**config.mk**
```make
export PLATFORM = sky130hd
export DESIGN_NAME = multi_pwm
export DESIGN_NICKNAME = d
export VERILOG_FILES = /design/src/rtl/pwmx_pkg.sv /design/src/rtl/pwmx_regs.sv /design/src/rtl/pwmx_chan.sv /design/src/rtl/multi_pwm.sv
export SDC_FILE = /design/constraint.sdc
export NUM_CORES = 2
export LEC_CHECK = 0
export BUFFER_PORTS_ARGS = -buffer_cell sky130_fd_sc_hd__buf_2
export CORE_UTILIZATION = 40
export DETAILED_ROUTE_END_ITERATION = 12
export PLACE_DENSITY = 0.63
export SYNTH_ARGS = -nofsm -noshare
export SYNTH_HDL_FRONTEND = slang
export SYNTH_SLANG_ARGS = --single-unit
export TNS_END_PERCENT = 20
```
**constraint.sdc**
```tcl
create_clock -name clk -period 11.75 [get_ports clk]
set_input_delay 0.5875 -clock clk [delete_from_list [all_inputs] [get_ports clk]]
set_output_delay 0.5875 -clock clk [all_outputs]
set_load 0.01 [all_outputs]
```
**src/rtl/pwmx_pkg.sv**
```systemverilog
package pwmx_pkg;

    // Register geometry: fixed by the software-visible map
    localparam int unsigned REG_AW    = 8;
    localparam int unsigned DATA_W    = 32;
    localparam int unsigned CNT_W     = 16;
    localparam int unsigned RUN_BIT   = 31;
    localparam int unsigned CTRL_BASE = 'h00;
    localparam int unsigned TIME_BASE = 'h20;
    localparam int unsigned MAX_CH    = 8;

    // Timing word: high count in the upper half, low count in the lower half
    typedef struct packed {
        logic [CNT_W-1:0] hi_cnt;
        logic [CNT_W-1:0] lo_cnt;
    } timing_t;

    typedef enum logic [1:0] {
        SEL_NONE = 2'd0,
        SEL_CTRL = 2'd1,
        SEL_TIME = 2'd2
    } sel_kind_e;

    typedef struct packed {
        sel_kind_e   kind;
        logic [2:0]  idx;
    } reg_sel_t;

    // Decode a byte offset into register kind and channel index
    function automatic reg_sel_t decode_addr(input logic [REG_AW-1:0] a,
                                             input int unsigned num_ch);
        reg_sel_t sel;
        sel.kind = SEL_NONE;
        sel.idx  = '0;
        if (a[1:0] == 2'b00) begin
            for (int n = 0; n < int'(MAX_CH); n++) begin
                if (n < int'(num_ch)) begin
                    if (a == REG_AW'(CTRL_BASE + 4 * n)) begin
                        sel.kind = SEL_CTRL;
                        sel.idx  = 3'(n);
                    end
                    if (a == REG_AW'(TIME_BASE + 4 * n)) begin
                        sel.kind = SEL_TIME;
                        sel.idx  = 3'(n);
                    end
                end
            end
        end
        return sel;
    endfunction

endpackage

```
**src/rtl/pwmx_regs.sv**
```systemverilog
module pwmx_regs
    import pwmx_pkg::*;
#(
    parameter int unsigned NUM_CH = 6
) (
    input  logic                       clk,
    input  logic                       rst,
    input  logic                       wr_en,
    input  logic [REG_AW-1:0]          addr,
    input  logic [DATA_W-1:0]          wdata,
    output logic [DATA_W-1:0]          rdata,
    output logic [NUM_CH-1:0]          run_vec,
    output timing_t [NUM_CH-1:0]       timing_vec
);

    logic [DATA_W-1:0] ctrl_q [NUM_CH];
    timing_t           time_q [NUM_CH];
    reg_sel_t          sel;

    assign sel = decode_addr(addr, NUM_CH);

    for (genvar i = 0; i < int'(NUM_CH); i++) begin : g_reg
        logic hit_ctrl;
        logic hit_time;

        assign hit_ctrl = wr_en && (sel.kind == SEL_CTRL) && (sel.idx == 3'(i));
        assign hit_time = wr_en && (sel.kind == SEL_TIME) && (sel.idx == 3'(i));

        always_ff @(posedge clk) begin
            if (rst) begin
                ctrl_q[i] <= '0;
                time_q[i] <= '0;
            end else begin
                if (hit_ctrl) ctrl_q[i] <= wdata;
                if (hit_time) time_q[i] <= timing_t'(wdata);
            end
        end

        assign run_vec[i]    = ctrl_q[i][RUN_BIT];
        assign timing_vec[i] = time_q[i];
    end

    // Combinational read path; unmapped offsets return zero
    always_comb begin
        rdata = '0;
        for (int n = 0; n < int'(NUM_CH); n++) begin
            if (sel.idx == 3'(n)) begin
                unique case (sel.kind)
                    SEL_CTRL: rdata = ctrl_q[n];
                    SEL_TIME: rdata = DATA_W'(time_q[n]);
                    default:  rdata = '0;
                endcase
            end
        end
    end

endmodule

```
**src/rtl/pwmx_chan.sv**
```systemverilog
module pwmx_chan
    import pwmx_pkg::*;
(
    input  logic    clk,
    input  logic    rst,
    input  logic    enable,
    input  timing_t cfg,
    output logic    wave,
    output logic    active,
    output logic    wrap
);

    localparam int unsigned POS_W = CNT_W + 1;
    localparam int unsigned CMP_W = POS_W + 1;

    logic             running_q;
    logic [POS_W-1:0] pos_q;
    timing_t          cur_q;

    logic [POS_W-1:0] total;
    logic             last;

    // Period length in cycles and end-of-period detect (total of 0 wraps every cycle)
    assign total = POS_W'(cur_q.hi_cnt) + POS_W'(cur_q.lo_cnt);
    assign last  = (CMP_W'(pos_q) + CMP_W'(1)) >= CMP_W'(total);

    always_ff @(posedge clk) begin
        if (rst || !enable) begin
            running_q <= 1'b0;
            pos_q     <= '0;
            cur_q     <= '0;
        end else if (!running_q) begin
            running_q <= 1'b1;
            pos_q     <= '0;
            cur_q     <= cfg;
        end else if (last) begin
            pos_q     <= '0;
            cur_q     <= cfg;
        end else begin
            pos_q     <= pos_q + POS_W'(1);
        end
    end

    // Enable gates the output directly so a stop needs no extra edge
    assign wave   = enable && running_q && (pos_q < POS_W'(cur_q.hi_cnt));
    assign active = running_q;
    assign wrap   = running_q && last;

endmodule

```
**src/rtl/multi_pwm.sv**
```systemverilog
module multi_pwm
    import pwmx_pkg::*;
#(
    parameter int unsigned NUM_CH = 6
) (
    input  logic                clk,
    input  logic                rst,
    input  logic                wr_en,
    input  logic [7:0]          addr,
    input  logic [31:0]         wdata,
    output logic [31:0]         rdata,
    output logic [NUM_CH-1:0]   pwm_out
);

    logic [NUM_CH-1:0]    en_vec;
    logic [NUM_CH-1:0]    act_vec;
    logic [NUM_CH-1:0]    wrap_vec;
    timing_t [NUM_CH-1:0] timing_vec;

    pwmx_regs #(.NUM_CH(NUM_CH)) u_regs (
        .clk        (clk),
        .rst        (rst),
        .wr_en      (wr_en),
        .addr       (addr),
        .wdata      (wdata),
        .rdata      (rdata),
        .run_vec    (en_vec),
        .timing_vec (timing_vec)
    );

    for (genvar i = 0; i < int'(NUM_CH); i++) begin : g_ch
        pwmx_chan u_chan (
            .clk    (clk),
            .rst    (rst),
            .enable (en_vec[i]),
            .cfg    (timing_vec[i]),
            .wave   (pwm_out[i]),
            .active (act_vec[i]),
            .wrap   (wrap_vec[i])
        );
    end

endmodule

```
==> results.md <==
Timing:
- The number of hold violations in the final report is 0.
- The smallest clock period supported by the final layout is computed as between 5 and 6 ns.
- The final cycle utilization of the critical path is 0.454.
- The final setup skew is between 0.02 and 0.025 ns.
- Setup repair after global routing left no endpoint under its margin.
- For the pin with the worst max-slew slack, the measured transition is between 1 and 1.5 ns.
- The sum of negative setup slack is 0 ns.
- The headroom to the max-slew limit is 0.239.
- The count of final setup violators is 0.
- The number of pins exceeding their max-slew limit in the final report is 0.
- The timing-limited maximum frequency is roughly 190 MHz.

Place:
- The placer congestion estimate is approximately 0.94.
- The port buffer count is 80.
- The cell count after placement is about 5.0k.
- The estimated wirelength of the detail-placed design is around 80000 µm.

Clock tree:
- TritonCTS built the clock tree.
- After clock tree synthesis, the setup repair step added 0 buffers.
- After clock tree synthesis, the clock-pin slew on the worst setup and hold paths is 0.06 ns.
- Clock tree synthesis inserted a total of a little under 80 buffers.
- The H-tree depth is 3.
- The CTS sink count is slightly below 700.
- Once the clock tree was built, the resizer swapped 0 gates to a different size.
- Counting along the longest clock path gives a buffer depth of 3.
- Clock latency on the worst-skew pair, taken at its later pin, is ~0.64 ns.
- Hold repair after CTS inserted 0 buffers.
- The clock root buffer is sky130_fd_sc_hd__clkbuf_16.

GRT:
- The most congested layer reported by global routing is met2.
- The initial antenna violation count is 9.
- The wire length of the first global-routing pass is 175000 µm.
- For this run, global-route usage on met1 was measured as 0.327.
- In the global route stage, overall resource usage came out at 0.235.
- Entering global routing, the biggest net connects slightly below 100 pins.
- The via count of the first global-routing pass is between 20k and 30k.
- The met2 track demand over resource is 0.365.
- Global routing finished with a remaining overflow of 0.
- For this run, global-route usage on met3 was measured as 0.0492.

Synth:
- The netlist uses 80 different library cells.
- The proportion of netlist area held by the largest area contributor is 0.301.
- Yosys mapped a number of flops with a built-in enable equal to between 300 and 400.
- sky130_fd_sc_hd__edfxtp_1 takes more of the synthesized area than any other cell.
- By area the synthesized netlist is led by sky130_fd_sc_hd__edfxtp_1, sky130_fd_sc_hd__dfxtp_1, sky130_fd_sc_hd__ha_1, sky130_fd_sc_hd__and2_1, sky130_fd_sc_hd__a22oi_1.
- The sequential element share of the synthesized area is 0.458.
- In the post-synthesis netlist, the cell with the most instances is sky130_fd_sc_hd__and2_1.
- The synthesized flop and latch total is about 680.
- The Yosys step of the flow raised 0 warnings.
- The cell count after synthesis came out at between 3k and 4k.
- The fraction of registers with async set or reset after synthesis is 0.
- The combined area of all synthesized cells is between 30000 and 40000 µm².
- The predominant post-synthesis flop cell is sky130_fd_sc_hd__edfxtp_1.
- Dividing the synthesized area by the synthesized cell count gives 9.84 µm².
- The synthesized net count is 4238.
- Ranked by instance count, the synthesized netlist is headed by sky130_fd_sc_hd__and2_1, sky130_fd_sc_hd__edfxtp_1, sky130_fd_sc_hd__dfxtp_1.

Floorplanning:
- The floorplan step set the die height to about 310 µm.
- The die is 312 µm wide.
- The I/O pin count is between 80 and 90.
- The die covers slightly below 100000 µm².
- The total area inside the core boundary comes to around 95000 µm².
- Row generation in the floorplan step produced between 100 and 150 rows.
- The effective utilization at floorplan is 0.403.

Routing:
- The first detailed-routing pass ran for 6 iterations.
- The number of vias per cell is approximately 5.8.
- In the routed design, unresolved DRC markers number 0.
- The total wirelength of the detailed-routed design is roughly 120000 µm.
- In the final routed layout, each cell accounts on average for around 23 µm.
- After the first detailed-routing iteration, the DRC count stood at 3337.
- The routed via count is around 30k.
- The count of nets left with antenna violations once routing finished came out at 0.

Hold path:
- The worst hold path terminates at g_ch[3].u_chan.cur_q[7]$_SDFFE_PN0P_.
- In this run the worst hold path is classified as reg2reg.
- The worst hold path was traced through 2 stages.
- In this run the most critical hold path is launched from g_ch[3].u_chan.cur_q[7]$_SDFFE_PN0P_.

Final layout:
- The total of fill cells in the finished design is 8935.
- Compared with the post-synthesis result, the final layout area differs by 10.9%.
- The final non-filler cell total is 5163.
- The final-stage net count is 4176.
- The final core utilization is 0.447.
- Of the cells placed in the final design, the portion with a size suffix greater than 1 is 0.0770.

Setup path:
- In this run the critical register-to-register path is captured at g_ch[1].u_chan.pos_q[14]$_SDFF_PP0_.
- Of all nets on the critical path, the largest fanout is between 80 and 90.
- The startpoint identified for the worst register-to-register timing path is g_ch[1].u_chan.cur_q[0]$_SDFFE_PN0P_.
- The arrival time of data at the critical path endpoint is about 4.7 ns.
- The kind of critical path is in2out.
- The slack of the worst reg-to-reg path is ~6.9 ns.
- The sum of buffers and inverters on the critical path is 3.
- Measured in cells, the most critical reg-to-reg path has a length of 16.
- The kind of end point of the critical path is a primary output.
- The category of cells accounting for the largest share of critical-path delay is simple AND/OR/NAND/NOR gates.
- The worst-path cell with the longest stage delay is sky130_fd_sc_hd__buf_4.
- The worst setup path is launched from an input pin.
- On the worst path, the slowest cell contributes a delay of between 0.7 and 0.8 ns.
- STA puts the critical path data required time at between 10 and 15 ns.
- The critical path goes through buf_2, or4_4, a21oi_4, nor2b_1, ha_4, buf_4, a22oi_1, nor3_1, a21oi_1, nor2_1, a211oi_1, nor3_1, buf_2.

Power:
- Power spread over the standard cell area amounts to 136 nW/µm².
- The analysis attributes to cell leakage a power of between 15 and 20 nW.
- The largest vdd supply drop is around 0.094 mV.

Status:
- The flow ran to the end, and the final reports show no timing, DRC or antenna violations.

Run:
- The number of max-cap violations is 0.
[state kept, by name, summed over array words and instances, names as in the netlist]
signal	cells
g_ch.u_chan.cur_q	192
u_regs.ctrl_q	192
u_regs.time_q	192
g_ch.u_chan.pos_q	102
g_ch.u_chan.active	6
[layout by cell type, fill, tap and decap left out, drive strengths merged, types with 28 or more instances in the layout]
cell and instances:
nand4 59, clkinv 28, nand2 243, a21boi 35
o311ai 32, a221oi 34, inv 141, clkbuf 99
xnor2 101, ha 296, a21o 77, and3 96
nand2b 36, nor3 71, xor2 65, buf 130
a21oi 171, nor2b 71, a31oi 42, nor2 132
a22oi 154, and2 391, dfxtp 300, mux2i 33
edfxtp 384, a211oi 40, nand3 197, o22ai 35
o21ai 205
[worst register-to-register path, cell delays in order (launching register included)]
cell,delay (ns)
sky130_fd_sc_hd__dfxtp_1,0.33
sky130_fd_sc_hd__ha_1,0.22
sky130_fd_sc_hd__fa_1,0.40
sky130_fd_sc_hd__a21o_1,0.20
sky130_fd_sc_hd__a21oi_1,0.21
sky130_fd_sc_hd__o21bai_1,0.12
sky130_fd_sc_hd__a41o_1,0.28
sky130_fd_sc_hd__o21ai_0,0.23
sky130_fd_sc_hd__a21boi_0,0.16
sky130_fd_sc_hd__xnor2_1,0.24
sky130_fd_sc_hd__ha_1,0.28
sky130_fd_sc_hd__and3_1,0.18
sky130_fd_sc_hd__a221o_1,0.34
sky130_fd_sc_hd__nand2_1,0.10
sky130_fd_sc_hd__a31o_2,0.74
sky130_fd_sc_hd__nand3_1,0.53
sky130_fd_sc_hd__nor2b_1,0.22
[how the worst max path moves through the flow]
| stage | start | to | slack (ns) | cells past startpoint |
|---|---|---|---|---|
| 6_report | addr[1] | rdata[13] | 6.42 | 13 |
| 3_5_place_dp | addr[1] | rdata[13] | 6.59 | 13 |
| 4_1_cts | addr[1] | rdata[13] | 6.57 | 13 |
| 3_3_place_gp | addr[1] | rdata[13] | 6.50 | 13 |
| 2_1_floorplan | addr[1] | u_regs.ctrl_q[0][0]$_SDFFCE_PN0P_ | 7.84 | 7 |
| 5_1_grt | addr[1] | rdata[13] | 6.29 | 13 |
[cell type report]
type | count | area [µm²] | share of cell area
Tap cell | 1265 | 1580 | 0.0372
Multi-Input combinational cell | 2801 | 19400 | 0.456
Timing Repair Buffer | 130 | 778 | 0.0183
Inverter | 135 | 507 | 0.0119
Antenna cell | 2 | 5.00 | 0.000118
Clock buffer | 99 | 2160 | 0.0507
Sequential cell | 684 | 17500 | 0.413
Clock inverter | 47 | 562 | 0.0132
[metrics by stage]
stage	setup slack (ns)	hold slack, ns	instance area [µm²]	total power, mW
after global placement	6.50	0.457	39800	3.22
after CTS	6.57	0.455	42500	5.82
final	6.42	0.469	42500	5.78
after detailed placement	6.59	0.465	39800	3.22
after floorplan	7.84	0.442	38300	3.03
after global routing	6.29	0.476	42500	5.97
[power breakdown]
| part | switching [mW] | leakage, nW | internal (mW) | total, mW |
|---|---|---|---|---|
| clock | 1.05 | 1.32 | 1.55 | 2.60 |
| sequential | 0.0936 | 6.09 | 2.63 | 2.72 |
| combinational | 0.317 | 8.77 | 0.147 | 0.464 |
[cells by family after synthesis]
family | share of synthesized area
AOI/OAI and AO/OA | 0.163
and+or+nand+nor | 0.191
muxes | 0.00862
buffers and inverters | 0.0412
DFF | 0.458
xor gates and xnor gates | 0.0379
adders and majority gates | 0.0998
[metal layers]
metal | up-vias | wire (µm) | share of wire
met5 | - | 31 | 0.00027
met4 | 4 | 3230 | 0.028
met3 | 155 | 10600 | 0.091
met2 | 1143 | 52000 | 0.45
met1 | 14500 | 50600 | 0.43
li1 | 14100 | - | -
(Power assumes the default switching activity.)
